<file path="src/rtl/isamp_pkg.sv">
package isamp_pkg;
  typedef enum logic [1:0] {
    SMP_ARM   = 2'd0,
    SMP_COUNT = 2'd1,
    SMP_TRACK = 2'd2,
    SMP_HOLD  = 2'd3
  } smp_state_e;
endpackage

</file>
<file path="src/rtl/isamp_lfsr.sv">
module isamp_lfsr #(
  parameter int RW   = 16,
  parameter int OUTW = 4,
  parameter logic [RW-1:0] SEED = 16'hACE1
) (
  input  logic            clk,
  input  logic            rst,
  output logic [OUTW-1:0] rnd_o
);
  logic [RW-1:0] st;
  logic          fb;

  // x^16 + x^14 + x^13 + x^11 + 1
  assign fb    = st[RW-1] ^ st[RW-3] ^ st[RW-4] ^ st[RW-6];
  assign rnd_o = st[OUTW-1:0];

  always_ff @(posedge clk) begin
    if (rst) st <= SEED;
    else     st <= {st[RW-2:0], fb};
  end
endmodule

</file>
<file path="src/rtl/isamp_fetch_ctr.sv">
module isamp_fetch_ctr #(
  parameter int CW   = 16,
  parameter int OFFW = 4,
  parameter int DW   = 8
) (
  input  logic            clk,
  input  logic            rst,
  input  logic            load_i,
  input  logic            fetch_i,
  input  logic            busy_i,
  input  logic [CW-1:0]   period_i,
  input  logic [OFFW-1:0] off_i,
  output logic            ovf_o,
  output logic [DW-1:0]   drop_o
);
  localparam logic [DW-1:0] DROP_MAX = {DW{1'b1}};

  logic [CW-1:0] cnt;
  logic [CW-1:0] off_ext;
  logic [CW-1:0] reload;

  assign off_ext = {{(CW-OFFW){1'b0}}, off_i};
  assign reload  = (period_i > off_ext) ? (period_i - off_ext) : '0;
  assign ovf_o   = fetch_i && !load_i && (cnt == '0);

  always_ff @(posedge clk) begin
    if (rst) begin
      cnt    <= '0;
      drop_o <= '0;
    end else if (load_i) begin
      cnt <= reload;
    end else if (fetch_i) begin
      if (cnt == '0) begin
        cnt <= reload;
        if (busy_i && drop_o != DROP_MAX) drop_o <= drop_o + 1'b1;
      end else begin
        cnt <= cnt - 1'b1;
      end
    end
  end

  AST_DROP_SAT: assert property (@(posedge clk) disable iff (rst)
    (drop_o == DROP_MAX) |=> (drop_o == DROP_MAX));
  AST_DROP_IDLE: assert property (@(posedge clk) disable iff (rst)
    (!busy_i && !load_i) |=> $stable(drop_o));
endmodule

</file>
<file path="src/rtl/isamp_stage_lat.sv">
module isamp_stage_lat #(
  parameter int NSTG = 4,
  parameter int LW   = 8
) (
  input  logic               clk,
  input  logic               rst,
  input  logic               clr_i,
  input  logic               en_i,
  input  logic [NSTG-1:0]    stage_i,
  output logic [NSTG*LW-1:0] nxt_o
);
  localparam logic [LW-1:0] LAT_MAX = {LW{1'b1}};

  for (genvar k = 0; k < NSTG; k++) begin : g_stg
    logic [LW-1:0] cur;
    logic [LW-1:0] nxt;

    assign nxt = (en_i && stage_i[k] && cur != LAT_MAX) ? cur + 1'b1 : cur;
    assign nxt_o[k*LW +: LW] = nxt;

    always_ff @(posedge clk) begin
      if (rst || clr_i) cur <= '0;
      else              cur <= nxt;
    end

    AST_LAT_SAT: assert property (@(posedge clk) disable iff (rst)
      (!clr_i && cur == LAT_MAX) |=> (cur == LAT_MAX));
  end
endmodule

</file>
<file path="src/rtl/isamp_unit.sv">
module isamp_unit
  import isamp_pkg::*;
#(
  parameter int PCW  = 32,
  parameter int AW   = 32,
  parameter int HW   = 8,
  parameter int CW   = 16,
  parameter int OFFW = 4,
  parameter int NSTG = 4,
  parameter int LW   = 8,
  parameter int DW   = 8
) (
  input  logic               clk,
  input  logic               rst,
  input  logic [CW-1:0]      period_i,
  input  logic               ack_i,
  input  logic               fetch_valid_i,
  input  logic [PCW-1:0]     fetch_pc_i,
  input  logic               fetch_imiss_i,
  input  logic               fetch_cbr_i,
  input  logic [HW-1:0]      fetch_hist_i,
  output logic               tag_o,
  input  logic [NSTG-1:0]    stage_i,
  input  logic               exec_rpt_i,
  input  logic [AW-1:0]      exec_ea_i,
  input  logic               exec_dmiss_i,
  input  logic               exec_mispred_i,
  input  logic               exec_taken_i,
  input  logic               done_i,
  input  logic               done_retired_i,
  output logic               irq_o,
  output logic [PCW-1:0]     cap_pc_o,
  output logic [AW-1:0]      cap_ea_o,
  output logic               cap_imiss_o,
  output logic               cap_dmiss_o,
  output logic               cap_mispred_o,
  output logic               cap_dir_o,
  output logic [HW-1:0]      cap_hist_o,
  output logic               cap_retired_o,
  output logic [NSTG*LW-1:0] cap_lat_o,
  output logic               cap_lat_ok_o,
  output logic [DW-1:0]      drop_cnt_o
);
  smp_state_e         state;
  logic [OFFW-1:0]    rnd;
  logic               ovf;
  logic               busy;
  logic               tracking;
  logic [NSTG*LW-1:0] lat_nxt;

  logic [PCW-1:0] w_pc;
  logic [AW-1:0]  w_ea;
  logic [HW-1:0]  w_hist;
  logic           w_imiss, w_cbr, w_dmiss, w_mis, w_taken;

  assign busy     = (state == SMP_TRACK) || (state == SMP_HOLD);
  assign tracking = (state == SMP_TRACK);
  assign tag_o    = (state == SMP_COUNT) && ovf;

  isamp_lfsr #(.RW(16), .OUTW(OFFW)) u_lfsr (
    .clk(clk), .rst(rst), .rnd_o(rnd)
  );

  isamp_fetch_ctr #(.CW(CW), .OFFW(OFFW), .DW(DW)) u_ctr (
    .clk(clk), .rst(rst), .load_i(state == SMP_ARM), .fetch_i(fetch_valid_i),
    .busy_i(busy), .period_i(period_i), .off_i(rnd), .ovf_o(ovf),
    .drop_o(drop_cnt_o)
  );

  isamp_stage_lat #(.NSTG(NSTG), .LW(LW)) u_lat (
    .clk(clk), .rst(rst), .clr_i(tag_o), .en_i(tracking),
    .stage_i(stage_i), .nxt_o(lat_nxt)
  );

  always_ff @(posedge clk) begin
    if (rst) begin
      state <= SMP_ARM;
      irq_o <= 1'b0;
    end else begin
      case (state)
        SMP_ARM:   state <= SMP_COUNT;
        SMP_COUNT: if (tag_o) state <= SMP_TRACK;
        SMP_TRACK: if (done_i) begin
          state <= SMP_HOLD;
          irq_o <= 1'b1;
        end
        SMP_HOLD:  if (ack_i) begin
          state <= SMP_COUNT;
          irq_o <= 1'b0;
        end
        default:   state <= SMP_ARM;
      endcase
    end
  end

  // working record of the tagged instruction
  always_ff @(posedge clk) begin
    if (rst) begin
      w_pc <= '0; w_hist <= '0; w_imiss <= 1'b0; w_cbr <= 1'b0;
      w_ea <= '0; w_dmiss <= 1'b0; w_mis <= 1'b0; w_taken <= 1'b0;
    end else if (tag_o) begin
      w_pc <= fetch_pc_i; w_hist <= fetch_hist_i;
      w_imiss <= fetch_imiss_i; w_cbr <= fetch_cbr_i;
      w_ea <= '0; w_dmiss <= 1'b0; w_mis <= 1'b0; w_taken <= 1'b0;
    end else if (tracking && exec_rpt_i) begin
      w_ea <= exec_ea_i; w_dmiss <= exec_dmiss_i;
      w_mis <= exec_mispred_i; w_taken <= exec_taken_i;
    end
  end

  // frozen capture registers
  always_ff @(posedge clk) begin
    if (rst) begin
      cap_pc_o <= '0; cap_ea_o <= '0; cap_imiss_o <= 1'b0; cap_dmiss_o <= 1'b0;
      cap_mispred_o <= 1'b0; cap_dir_o <= 1'b0; cap_hist_o <= '0;
      cap_retired_o <= 1'b0; cap_lat_o <= '0; cap_lat_ok_o <= 1'b0;
    end else if (tracking && done_i) begin
      cap_pc_o      <= w_pc;
      cap_ea_o      <= w_ea;
      cap_imiss_o   <= w_imiss;
      cap_dmiss_o   <= w_dmiss;
      cap_mispred_o <= w_mis;
      cap_dir_o     <= w_cbr & w_taken;
      cap_hist_o    <= w_hist;
      cap_retired_o <= done_retired_i;
      cap_lat_o     <= lat_nxt;
      cap_lat_ok_o  <= done_retired_i;
    end
  end

  AST_ONE_TAG: assert property (@(posedge clk) disable iff (rst)
    tag_o |=> !tag_o);
  AST_IRQ_HELD: assert property (@(posedge clk) disable iff (rst)
    (irq_o && !ack_i) |=> irq_o);
  AST_CAP_FROZEN: assert property (@(posedge clk) disable iff (rst)
    (irq_o && !ack_i) |=> ($stable(cap_pc_o) && $stable(cap_lat_o) && $stable(cap_retired_o)));
  AST_NO_TAG_IRQ: assert property (@(posedge clk) disable iff (rst)
    irq_o |-> !tag_o);
  AST_ACK_DROPS: assert property (@(posedge clk) disable iff (rst)
    (irq_o && ack_i) |=> !irq_o);
endmodule

</file>
<file path="config.mk">
export PLATFORM = sky130hd
export DESIGN_NAME = isamp_unit
export DESIGN_NICKNAME = d
export VERILOG_FILES = /design/src/rtl/isamp_pkg.sv /design/src/rtl/isamp_lfsr.sv /design/src/rtl/isamp_fetch_ctr.sv /design/src/rtl/isamp_stage_lat.sv /design/src/rtl/isamp_unit.sv
export SDC_FILE = /design/constraint.sdc
export NUM_CORES = 1
export LEC_CHECK = 0
export ABC_AREA = 1
export BUFFER_PORTS_ARGS = -buffer_cell sky130_fd_sc_hd__buf_2
export CAP_MARGIN = 5
export CORE_ASPECT_RATIO = 1.2
export CORE_MARGIN = 5
export CORE_UTILIZATION = 45
export CTS_CLUSTER_SIZE = 24
export DETAILED_ROUTE_END_ITERATION = 10
export PLACE_DENSITY = 0.64
export REMOVE_ABC_BUFFERS = 1
export SLEW_MARGIN = 20
export SYNTH_ARGS = -nofsm -noshare
export SYNTH_HDL_FRONTEND = slang
export SYNTH_SLANG_ARGS = --single-unit
</file>
<file path="constraint.sdc">
create_clock -name clk -period 3.7 [get_ports clk]
set_input_delay 0.555 -clock clk [delete_from_list [all_inputs] [get_ports clk]]
set_output_delay 0.555 -clock clk [all_outputs]
set_load 0.01 [all_outputs]
</file>
# Yosys cells after proc, flatten, opt, wreduce, memory -nomap -nowiden
# Cells that the tools add are included.
op_classes:
  addsub: 7
  multipliers: 0
  n_div: 0
  order_cmp: 1
  eq_ne: 11
  shifts: 0
  muxes: 15
  bitwise_logic: 5
  reduce_logical: 25
ops:
  columns: ["op", "count"]
  rows:
  - ["$mux 16", 4]
  - ["$add 8x1->8 const B", 5]
  - ["$ne 8x8->1 const B", 5]
  - ["$mux 8", 4]
  - ["$gt 16x4->1", 1]
  - ["$logic_not 16->1", 1]
  - ["$sub 16x1->16 const B", 1]
  - ["$sub 16x4->16", 1]
  - ["$logic_and 1x1->1", 14]
  - ["$pmux 2 s4", 1]
  - ["$mux 2", 3]
  - ["$reduce_and 3->1", 2]
  - ["$eq 2x2->1 const B", 2]
  - ["$ne 2x2->1 const B", 2]
  - ["$reduce_and 4->1", 1]
  - ["$reduce_bool 2->1", 2]
  - ["$xor 1x1->1", 3]
  - ["$eq 2x1->1 const B", 1]
  - ["$logic_not 2->1", 1]
  - ["$logic_or 1x1->1", 2]
  - ["$mux 1", 2]
  - ["$ne 2x1->1 const B", 1]
  - ["$pmux 1 s2", 1]
  - ["$reduce_or 2->1", 1]
  - ["other kinds (3)", 3]
totals:
  regBits: 261
  latch_bits: 0
  ram_bits: 0
  mem_bits_ro: 0
  input_bits: 104
  output_inout_bits: 120
  wordCells: 90
  n_memories: 0

# Longest topological paths before layout
# Gate-level depths: netlist (run 1).
logic_depth:
  depth_word: 7
  mapped_depth: 14
  mapped_depth_nobuf: 14

# Hierarchy
# From an unflattened synthesis (run 1), not the netlist that was laid out.
unflattened:
  cells_unflattened: 1585
  area_unflattened_um2: 11258.3
by_module_without_submodules:
  columns: ["mod", "n_inst", "cells_per_inst", "area_per_inst_um2", "seq_area_each_um2"]
  rows:
  - ["isamp_unit", 1, 839, 6598.8, 3783.6]
  - ["isamp_fetch_ctr", 1, 376, 2187.1, 480.5]
  - ["isamp_stage_lat", 1, 307, 1939.4, 640.6]
  - ["isamp_lfsr", 1, 63, 533.0, 320.3]

# Worst setup path after synthesis (run 1)
# Ideal clock, no wire load.
synth_path:
  path_kind: "input port to flip-flop"
  from: "in period_i[0]"
  to: "reg u_ctr.cnt[11]"
  setup_ps: 65
  arrival_ps: 2034
  slack_ps: 1600
  cell_stages: 14
  n_path_buf: 0
  path_cell_list: "inv_1 -> ha_1 -> fa_1 -> inv_1 -> nand3_1 -> nand2_1 -> nand2_1 -> nand3_1 -> nand2_1 -> inv_2 -> nand2_2 -> nor2_1 -> nor2_1 -> nor2_1"
synth_via:
  elab_chain_len: 5
synth_rtl:
  columns: ["item", "line_no", "rtl"]
  rows:
  - ["start, declared", "isamp_unit.sv:15", "input logic [CW-1:0] period_i,"]
  - ["$sub 16x4->16 / $gt 16x4->1 (equally long branches)", "isamp_fetch_ctr.sv:23", "assign reload = (period_i > off_ext) ? (period_i - off_ext) : '0;"]
  - ["$mux 16 (*)", "isamp_fetch_ctr.sv:23", null]
  - ["$mux 16", "isamp_fetch_ctr.sv:33", "if (cnt == '0) begin"]
  - ["$mux 16", "isamp_fetch_ctr.sv:32", "end else if (fetch_i) begin"]
  - ["$mux 16 (*)", "isamp_fetch_ctr.sv:30", "end else if (load_i) begin"]
  - ["end signal, assigned", "isamp_fetch_ctr.sv:31", "cnt <= reload;"]
  - ["end signal, assigned", "isamp_fetch_ctr.sv:34", "cnt <= reload;"]
  - ["end signal, assigned", "isamp_fetch_ctr.sv:37", "cnt <= cnt - 1'b1;"]
  - ["end, declared", "isamp_fetch_ctr.sv:18", "logic [CW-1:0] cnt;"]
# Mark *: on every way between the ends. The rest lies on a longest branch, timed or not. The select of a mux whose other input is x is not followed.
# A chain may end at the register's enable or synchronous reset.

# Worst setup path after layout (run 1)
layout_path:
  from: "reg state[0]"
  to: "out tag_o"
layout_via:
  elab_chain_len: 5
layout_rtl:
  columns: ["item", "line_no", "rtl"]
  rows:
  - ["start, declared", "isamp_unit.sv:44", "smp_state_e state;"]
  - ["start signal, assigned", "isamp_unit.sv:77", "state <= SMP_ARM;"]
  - ["start signal, assigned", "isamp_unit.sv:81", "SMP_ARM: state <= SMP_COUNT;"]
  - ["start signal, assigned", "isamp_unit.sv:82", "SMP_COUNT: if (tag_o) state <= SMP_TRACK;"]
  - ["$logic_not 2->1", "isamp_unit.sv:65", ".clk(clk), .rst(rst), .load_i(state == SMP_ARM), .fetch_i(fetch_valid_i),"]
  - ["$logic_not 1->1", "isamp_fetch_ctr.sv:24", "assign ovf_o = fetch_i && !load_i && (cnt == '0);"]
  - ["$logic_and 1x1->1 (2 in series)", "isamp_fetch_ctr.sv:24", null]
  - ["$logic_and 1x1->1 (*)", "isamp_unit.sv:58", "assign tag_o = (state == SMP_COUNT) && ovf;"]
  - ["end, declared", "isamp_unit.sv:22", "output logic tag_o,"]
# Mark *: on every way between the ends. The rest lies on a longest branch, timed or not.

==> results.tsv, run 1 <==
stage	metric	value	unit
outcome	status	finished, final reports clean	
clock_tree	postCtsSetupRepairBufs	0	
critical_path	crit_fanout	7	
placed_design	numPortBuffers	223	
clock_tree	clock-root-buffer	clkbuf_16	
floorplanning	dieArea	0.0277	sq mm
logic_synthesis	yosysTopAreaCell	dfxtp_1	
critical_path	r2r_slack	1220	ps
logic_synthesis	syn_area	0.0110	sq mm
timing	worst_pin_slew	797	ps
logic_synthesis	yosysTopAreaCellShare	0.474	
critical_path	slowest_delay	390	ps
routing	drc	0	
critical_path	crit_arrival	2230	ps
logic_synthesis	ys_seq_elements	261	
clock_tree	postCtsHoldBufs	0	
critical_path	path_buf_inv	3	
power_and_ir_drop	p_leak	6.06	nW
power_and_ir_drop	vdd_drop_max	407	uV
timing	fin_crit	2790	ps
timing	grt_setup_unrepaired	no	
cells_and_area	syn_to_final_growth	20.9	%
timing	slew_violations	0	
clock_tree	clock_latency	540	ps
logic_synthesis	synth_cell_type_count	38	
timing	hold_viol_final	0	
timing	fin_crit_sh	0.753	
critical_path	crit_family	simple AND/OR/NAND/NOR gates	
timing	fin_tns_setup	0	ps
critical_path	crit_path_end	tag_o	
power_and_ir_drop	p_per_area	644	mW/mm^2
critical_path	criticalPathCategory	register to output pin	
critical_path	r2r-start	state[0]$_SDFFE_PP0P_	
placed_design	place_hpwl	20.4	mm
clock_tree	cts_sinks	261	
floorplanning	core_area	0.0240	sq mm
logic_synthesis	yosysSeqAreaShare	0.474	
cells_and_area	fin_cells	2016	
routing	ant_nets	0	
grt	grt_pass1_vias	9501	
floorplanning	start_util	0.458	
clock_tree	cts_buffers	27	
grt	grt_pass1_wl	46.9	mm
critical_path	reg2reg_depth	9	
routing	vias	10000	
timing	setup_viol	0	
floorplanning	fp.dieH	181	um
critical_path	crit_start	state[0]$_SDFFE_PP0P_	
routing	drt_iter0_drc	468	
placed_design	post-place-cells	1964	
grt	grt_max_degree	86	
clock_tree	cts_tree	yes	
routing	avgRoutedWirePerCell	14.5	um
routing	first_pass_iters	5	
floorplanning	die_w	153	um
critical_path	crit_required	3140	ps
critical_path	path_cells	inv_1, ha_1, nor2_1, inv_2, nor3b_1, buf_2	
clock_tree	cts-resized-gates	0	
cells_and_area	layout-drive-gt1-share	0.181	
critical_path	start_kind	register	
timing	slew_headroom	0.469	
min_path	hold_path.class	input pin to register	
grt	track_usage	0.201	
logic_synthesis	syn_inst	1486	
critical_path	critPathCaptureType	output pin	
routing	drt_wl_total	29.1	mm
critical_path	slowest_stage	dfxtp_1	
floorplanning	rows	62	
critical_path	r2r_end	u_lat.g_stg[0].cur[0]$_SDFF_PP0_	
power_and_ir_drop	p_total	8.58	mW
timing	fmax	0.359	GHz
grt	antenna_found_initial	5	
critical_path	cp_num_cells	6	
clock_tree	clk_pin_slew	60	ps
floorplanning	ios	224	
clock_tree	htree_levels	1	
logic_synthesis	yosys-top-cells-area	dfxtp_1 (47%), nor2_1 (7.8%), nand2_1 (7.6%)	
logic_synthesis	ys_warn_count	0	
placed_design	dpl_cell_area	0.0123	sq mm
timing	skew	21.4	ps
clock_tree	cts_buffer_depth	3	
routing	vias_per_cell	4.97	
grt	grt_overflow	0	
cells_and_area	postLayoutCellArea	0.0133	sq mm
placed_design	place.gp.congestion	0.915	
logic_synthesis	syn_avg_cell_area	7.41	sq um
job	cap_viol_max_count	0	
cells_and_area	nNetsFinal	1794	
## layer usage
layer	up-vias	share of wire	global-route usage
li1	5145	-	-
met3	60	0.067	0.0429
met4	6	0.033	0.0713
met5	-	0.0012	0
met2	276	0.48	0.350
met1	4537	0.41	0.246
## tightest hold or removal path: cells and delay by family
family	cells	cell delay, ps
buf+inv	1	90
compound gates	1	60
simple gates	1	50
## cell families (layout without fill, tap and decap cells)
family / count (synthesis) / in the layout / synth area share
simple gates: 595 / 595 / 0.226
compound gates: 328 / 328 / 0.154
flops: 261 / 261 / 0.474
buf+inv: 241 / 449 / 0.0905
xor+xnor: 44 / 44 / 0.0350
fa+ha+maj: 17 / 17 / 0.0200
other cells: 0 / 2 / 0
## synth_stat cells
cell type and instances:
dfxtp_1 261, nor2_1 229, nand2_1 224, inv_1 162
a21oi_1 151, o21ai_0 141, nand3_1 89, clkbuf_1 50
xor2_1 34, ha_1 16, nand4_1 15, nor3_1 11
or2_2 11, buf_6 10, o211ai_1 10, o21ai_1 10
xnor2_1 10, buf_2 8, buf_1 7, a21boi_0 4
a21o_1 4, and2_1 3, nand2_2 3, o22ai_1 3
a31oi_1 2, buf_4 2, inv_2 2, nor2_4 2
nor3b_1 2, nor4_1 2, and3_1 1, fa_1 1
nand3_4 1, nand3b_1 1, nor2_2 1, o2111ai_1 1
o21a_1 1, o21bai_1 1
## state kept, by name, indices dropped and copies added (netlist names), 2 cells and up
register / cells
cap_ea_o: 32
cap_hist_o: 8
cap_lat_o: 32
cap_pc_o: 32
state: 2
u_ctr.cnt: 16
u_ctr.drop_o: 8
u_lat.g_stg.cur: 32
u_lfsr.st: 16
w_ea: 32
w_hist: 8
w_pc: 32
## where the power goes
part | switching, mW | total, mW | leakage, nW | internal, mW
combinational | 1.29 | 2.01 | 3.44 | 0.724
clock | 1.13 | 3.11 | 0.504 | 1.98
sequential | 0.266 | 3.46 | 2.12 | 3.19
total | 2.68 | 8.58 | 6.06 | 5.90
## worst min-delay path by stage
| stage | from | to | slack [ps] | depth (start not counted) |
|---|---|---|---|---|
| 2_1_floorplan | u_lfsr.st[11]$_SDFF_PP1_ | u_lfsr.st[12]$_SDFF_PP0_ | 390 | 2 |
| 3_5_place_dp | u_lfsr.st[6]$_SDFF_PP1_ | u_lfsr.st[7]$_SDFF_PP1_ | 400 | 1 |
| 4_1_cts | exec_ea_i[8] | w_ea[8]$_SDFFE_PP0P_ | 240 | 3 |
| 6_report | exec_ea_i[8] | w_ea[8]$_SDFFE_PP0P_ | 270 | 3 |
| 5_1_grt | exec_ea_i[8] | w_ea[8]$_SDFFE_PP0P_ | 240 | 3 |
| 3_3_place_gp | u_lfsr.st[14]$_SDFF_PP0_ | u_lfsr.st[15]$_SDFF_PP1_ | 390 | 1 |
## per-stage QoR
stage | worst slack (ps) | hold WS (ps) | util
6_report | 914 | 270 | 0.554
5_1_grt | 757 | 239 | 0.554
4_1_cts | 912 | 244 | 0.554
3_5_place_dp | 1240 | 399 | 0.511
3_3_place_gp | 1320 | 391 | 0.511
2_1_floorplan | -1330 | 388 | -
## layout make-up
class                      count  area, sq um
sequential                   261         5230
timing repair buffer         235         1230
clock buffer                  34          742
antenna                        2         5.00
fill                        2378        10700
multi-input combinational    984         4800
clock inverter                16          297
inverter                     164          621
tap                          320          400
## layout by cell type, fill, tap and decap left out, drive strengths merged, types with 2 or more instances in the layout
| cell type | n |
|---|---|
| dfxtp | 261 |
| buf | 235 |
| nor2 | 232 |
| nand2 | 227 |
| inv | 167 |
| a21oi | 151 |
| o21ai | 151 |
| nand3 | 90 |
| xor2 | 34 |
| clkbuf | 34 |
| ha | 16 |
| nand4 | 15 |
| nor3 | 11 |
| or2 | 11 |
| o211ai | 10 |
| xnor2 | 10 |
| bufinv | 8 |
| a21o | 4 |
| a21boi | 4 |
| and2 | 3 |
| o22ai | 3 |
| clkinv | 3 |
| diode | 2 |
| nor3b | 2 |
| a31oi | 2 |
| nor4 | 2 |
| clkinvlp | 2 |
No activity file was read; power rests on OpenSTA's default activity.
==> inputs of run 2 (changes only) <==
clock period = 2.8 ns   (was 3.7 ns; I/O delays follow)
==> results.tsv, run 2 (same netlist as run 1, synthesis figures left out) <==
stage	metric	value	unit	change
outcome	status	finished, final reports clean		
timing	setup_viol	0		unchanged
critical_path	crit_family	simple AND/OR/NAND/NOR gates		
power_and_ir_drop	p_per_area	808	mW/mm^2	+25%
clock_tree	cts_buffer_depth	3		unchanged
floorplanning	start_util	0.458		unchanged
critical_path	criticalPathCategory	register to output pin		
clock_tree	clock-root-buffer	clkbuf_16		
clock_tree	clock_latency	530	ps	about the same
grt	track_usage	0.199		-0.00222
timing	slew_headroom	0.485		+0.0163
timing	fin_crit_sh	0.879		
clock_tree	clk_pin_slew	70	ps	about the same
floorplanning	dieArea	0.0277	sq mm	unchanged
timing	slew_violations	0		unchanged
grt	antenna_found_initial	7		+2
cells_and_area	multi_input_area	0.00480	sq mm	unchanged
min_path	hold_path.class	input pin to register		
cells_and_area	layout-drive-gt1-share	0.180		-0.000590
grt	grt_pass1_wl	46.9	mm	about the same
critical_path	reg2reg_depth	12		+3
placed_design	numPortBuffers	223		unchanged
floorplanning	die_w	153	um	unchanged
floorplanning	core_area	0.0240	sq mm	unchanged
timing	fin_crit	2460	ps	
cells_and_area	final_common_cell	dfxtp_1		
clock_tree	cts_tree	yes		
clock_tree	postCtsSetupRepairBufs	0		unchanged
routing	first_pass_iters	5		unchanged
critical_path	crit_required	2380	ps	-760 ps
critical_path	crit_start	u_ctr.cnt[0]$_SDFFE_PP0P_		
critical_path	r2r_slack	550	ps	-670 ps
critical_path	slowest_delay	330	ps	-60 ps
routing	drt_iter0_drc	504		+7.7%
timing	fin_tns_setup	0	ps	unchanged
grt	grt_pass1_vias	9683		+1.9%
grt	grt_overflow	0		unchanged
cells_and_area	n_fill_cell	2372		-0.25%
power_and_ir_drop	p_leak	6.00	nW	-0.90%
critical_path	crit_arrival	2040	ps	-190 ps
critical_path	critPathCaptureType	output pin		
critical_path	r2r_end	cap_lat_o[15]$_SDFFE_PP0P_		
cells_and_area	nNetsFinal	1798		+0.22%
placed_design	place_hpwl	20.0	mm	-2.1%
cells_and_area	final_cell_mix	dfxtp_1 (261), nor2_1 (229), nand2_1 (223), buf_2 (223), inv_1 (160)		
timing	hold_viol_final	0		unchanged
critical_path	cp_num_cells	7		+1
routing	vias_per_cell	4.91		-1.2%
placed_design	dpl_worst_slack	506	ps	-731 ps
critical_path	r2r-start	state[0]$_SDFFE_PP0P_		
grt	grt_max_degree	104		+21%
critical_path	path_cells	inv_1, ha_1, nand3_1, nor3_1, nand2_1, nor3b_1, buf_2		
clock_tree	cts-resized-gates	0		unchanged
cells_and_area	syn_to_final_growth	19.9	%	
power_and_ir_drop	vdd_drop_max	511	uV	+26%
routing	drc	0		unchanged
critical_path	crit_fanout	4		-3
clock_tree	postCtsHoldBufs	0		unchanged
timing	grt_setup_unrepaired	no		
routing	ant_nets	0		unchanged
floorplanning	fp.dieH	181	um	unchanged
placed_design	place.gp.congestion	0.877		-4.1%
clock_tree	cts_sinks	261		unchanged
timing	fmax	0.406	GHz	
job	cap_viol_max_count	0		unchanged
timing	worst_pin_slew	772	ps	-24.5 ps
cells_and_area	seq_area	0.00523	sq mm	unchanged
critical_path	start_kind	register		
critical_path	path_buf_inv	2		-1
timing	setup_slack	338	ps	-575 ps
routing	avgRoutedWirePerCell	14.3	um	-1.2%
floorplanning	rows	62		unchanged
routing	vias	9911		-1.1%
timing	skew	5.74	ps	-15.7 ps
critical_path	crit_path_end	tag_o		
clock_tree	htree_levels	1		unchanged
floorplanning	ios	224		unchanged
critical_path	slowest_stage	dfxtp_1		
routing	drt_wl_total	28.8	mm	-1.2%
clock_tree	cts_buffers	26		-3.7%
[run 2: power breakdown]
part	switching (mW)	internal (mW)
registers	0.337	4.21
logic	1.70	0.985
clock network	1.45	1.98
total	3.49	7.18
[run 2: final cells by class]
class / instances / area share
sequential: 261 / 0.396
clock inverter: 8 / 0.00644
inverter: 164 / 0.0470
clock buffer: 37 / 0.0577
timing repair buffer: 240 / 0.0989
antenna: 3 / 0.000568
multi-input combinational: 984 / 0.363
tap: 320 / 0.0303
[run 2: worst min path at each step]
stage | from | to | slack [ps] | cells past startpoint
2_1_floorplan | u_lfsr.st[11]$_SDFF_PP1_ | u_lfsr.st[12]$_SDFF_PP0_ | 390 | 2
3_3_place_gp | u_lfsr.st[14]$_SDFF_PP0_ | u_lfsr.st[15]$_SDFF_PP1_ | 390 | 1
3_5_place_dp | u_lfsr.st[14]$_SDFF_PP0_ | u_lfsr.st[15]$_SDFF_PP1_ | 390 | 1
4_1_cts | exec_ea_i[22] | w_ea[22]$_SDFFE_PP0P_ | 120 | 3
5_1_grt | exec_ea_i[15] | w_ea[15]$_SDFFE_PP0P_ | 130 | 3
6_report | exec_ea_i[6] | w_ea[6]$_SDFFE_PP0P_ | 140 | 3
[run 2: worst min-delay path, cell delays in order]
cell     delay [ps]
buf_2           100
nand3_1          50
a21oi_1          50
[run 2: per-stage QoR]
stage | utilization | area (sq um) | total power [mW] | instances | hold WS, ps
global placement | 0.514 | 12400 | 7.28 | 1969 | 394
floorplan | - | 10600 | 6.35 | 1409 | 388
global route | 0.549 | 13200 | 11.3 | 2017 | 127
detailed placement | 0.514 | 12400 | 7.31 | 1969 | 395
finish | 0.549 | 13200 | 10.7 | 2017 | 142
CTS | 0.549 | 13200 | 10.8 | 2014 | 118
[run 2: metal layers]
metal,wire (um),part of all wire,vias up,track usage
li1,-,-,5148,-
met1,12200,0.42,4474,0.236
met2,14100,0.49,226,0.358
met3,1600,0.056,55,0.0412
met4,835,0.029,8,0.0649
met5,48,0.0017,-,0
==> inputs of run 3 (changes only) <==
MAX_ROUTING_LAYER = met4   (was default)
==> results.tsv, run 3 (same netlist as run 1, synthesis figures left out) <==
stage	metric	value	unit	change
min_path	holdPathStages	3		unchanged
outcome	status	finished, final reports clean		
cells_and_area	n_fill_cell	2382		+0.42%
placed_design	numPortBuffers	223		unchanged
critical_path	criticalPathCategory	register to output pin		
job	cap_viol_max_count	0		unchanged
routing	vias	9948		+0.37%
critical_path	crit_fanout	4		unchanged
critical_path	slowest_stage	dfxtp_1		
timing	skew	16.5	ps	+10.7 ps
routing	first_pass_iters	5		unchanged
routing	drt_iter0_drc	468		-7.1%
placed_design	place.gp.congestion	0.891		+1.6%
timing	fmax	0.414	GHz	+1.8%
grt	grt_overflow	0		unchanged
floorplanning	ios	224		unchanged
clock_tree	htree_levels	1		unchanged
floorplanning	fp.dieH	181	um	unchanged
critical_path	r2r_slack	590	ps	+40 ps
routing	vias_per_cell	4.93		+0.32%
critical_path	r2r-start	state[0]$_SDFFE_PP0P_		
critical_path	slowest_delay	380	ps	+50 ps
cells_and_area	final_cell_mix	dfxtp_1 (261), nor2_1 (229), nand2_1 (223), buf_2 (223), inv_1 (160)		
power_and_ir_drop	p_per_area	810	mW/mm^2	+0.31%
floorplanning	start_util	0.458		unchanged
min_path	hold_path.class	input pin to register		
timing	setup_viol	0		unchanged
cells_and_area	syn_to_final_growth	20.0	%	about the same
grt	grt_pass1_wl	46.5	mm	-0.97%
routing	drt_wl_total	28.6	mm	-0.50%
cells_and_area	fin_util	0.550		about the same
clock_tree	cts_buffer_depth	3		unchanged
placed_design	dpl_cell_area	0.0124	sq mm	unchanged
clock_tree	clock-root-buffer	clkbuf_16		
floorplanning	rows	62		unchanged
timing	worst_pin_slew	780	ps	+7.95 ps
clock_tree	postCtsHoldBufs	0		unchanged
timing	whs	132	ps	-10.0 ps
clock_tree	cts_tree	yes		
critical_path	start_kind	register		
clock_tree	postCtsSetupRepairBufs	0		unchanged
routing	avgRoutedWirePerCell	14.2	um	-0.55%
min_path	hp-start	exec_ea_i[12]		
grt	antenna_found_initial	5		-2
power_and_ir_drop	p_total	10.7	mW	+0.40%
routing	drc	0		unchanged
critical_path	path_cells	inv_1, ha_1, nor2_1, inv_2, nor3b_1, buf_2		
clock_tree	clock_latency	540	ps	about the same
grt	grt_pass1_vias	9391		-3.0%
critical_path	reg2reg_depth	10		-2
cells_and_area	layout-drive-gt1-share	0.180		about the same
critical_path	crit_required	2380	ps	about the same
cells_and_area	nNetsFinal	1799		+0.056%
grt	track_usage	0.204		+0.00472
timing	slew_violations	0		unchanged
clock_tree	cts_sinks	261		unchanged
critical_path	r2r_end	u_ctr.drop_o[7]$_SDFFE_PP0P_		
timing	hold_viol_final	0		unchanged
cells_and_area	final_common_cell	dfxtp_1		
critical_path	crit_arrival	2000	ps	-40 ps
grt	grt_max_degree	86		-17%
clock_tree	cts_buffers	27		+3.8%
timing	fin_crit	2420	ps	-44.3 ps
min_path	worstHoldEndpoint	w_ea[12]$_SDFFE_PP0P_		
floorplanning	dieArea	0.0277	sq mm	unchanged
routing	ant_nets	0		unchanged
clock_tree	clk_pin_slew	60	ps	about the same
power_and_ir_drop	vdd_drop_max	460	uV	-10%
critical_path	critPathCaptureType	output pin		
timing	slew_headroom	0.480		-0.00530
timing	fin_crit_sh	0.863		-0.0158
power_and_ir_drop	p_leak	6.01	nW	+0.16%
floorplanning	core_area	0.0240	sq mm	unchanged
cells_and_area	postLayoutCellArea	0.0132	sq mm	about the same
placed_design	place_hpwl	20.1	mm	+0.29%
clock_tree	cts-resized-gates	0		unchanged
timing	grt_setup_unrepaired	no		
floorplanning	die_w	153	um	unchanged
-- run 3: cell count changes in the layout (fill, tap and decap cells not counted) --
| cell | change |
|---|---|
| clkbuf_1 | -1 |
| clkbuf_16 | +1 |
| clkbuf_8 | -1 |
| clkinv_2 | +1 |
| clkinv_8 | -1 |
| diode_2 | +2 |
| inv_16 | +1 |
| inv_6 | -1 |
-- run 3: how the worst max path moves through the flow --
| stage | from | to | slack [ps] |
|---|---|---|---|
| 4_1_cts | u_ctr.cnt[0]$_SDFFE_PP0P_ | tag_o | 370 |
| 2_1_floorplan | state[0]$_SDFFE_PP0P_ | cap_lat_o[0]$_SDFFE_PP0P_ | -2230 |
| 6_report | state[0]$_SDFFE_PP0P_ | tag_o | 380 |
| 3_3_place_gp | u_lat.g_stg[0].cur[0]$_SDFF_PP0_ | u_lat.g_stg[0].cur[7]$_SDFF_PP0_ | 530 |
| 3_5_place_dp | period_i[0] | u_ctr.cnt[11]$_SDFFE_PP0P_ | 500 |
| 5_1_grt | u_ctr.cnt[0]$_SDFFE_PP0P_ | tag_o | 240 |
-- run 3: worst max-delay path, delay by kind of cell (launching register included) --
kind | cells | cell delay (ps)
buffers and inverters | 3 | 370
flip-flops | 1 | 380
AND/OR/NAND/NOR | 2 | 440
adder cells (fa/ha/maj) | 1 | 260
-- run 3: layout make-up --
type	count	area, sq um	area share
multi-input cells	984	4800	0.363
diodes	5	12.5	0.000946
clock buffers	36	769	0.0582
clock inverters	8	85.1	0.00644
flip-flops and latches	261	5230	0.395
inverters	164	621	0.0469
well taps	320	400	0.0303
repair buffers	240	1310	0.0988
-- run 3: stage by stage --
| step | TNS (ps) | setup WS (ps) | instances |
|---|---|---|---|
| 2_1_floorplan | -290720 | -2230 | 1409 |
| 3_3_place_gp | 0 | 526 | 1969 |
| 3_5_place_dp | 0 | 504 | 1969 |
| 4_1_cts | 0 | 373 | 2013 |
| 5_1_grt | 0 | 235 | 2018 |
| 6_report | 0 | 383 | 2018 |
-- run 3: report_power, final --
group          total, mW  internal, mW  switching, mW
sequential          4.55          4.21          0.332
clock               3.47          2.01           1.46
combinational       2.69         0.985           1.71
total               10.7          7.21           3.50
-- run 3: routing by layer --
metal	GRT usage	up-vias	part of all wire
li1	-	5157	-
met2	0.357	246	0.50
met3	0.0355	37	0.056
met5	-	-	0
met4	0.0492	0	0.018
met1	0.244	4508	0.43
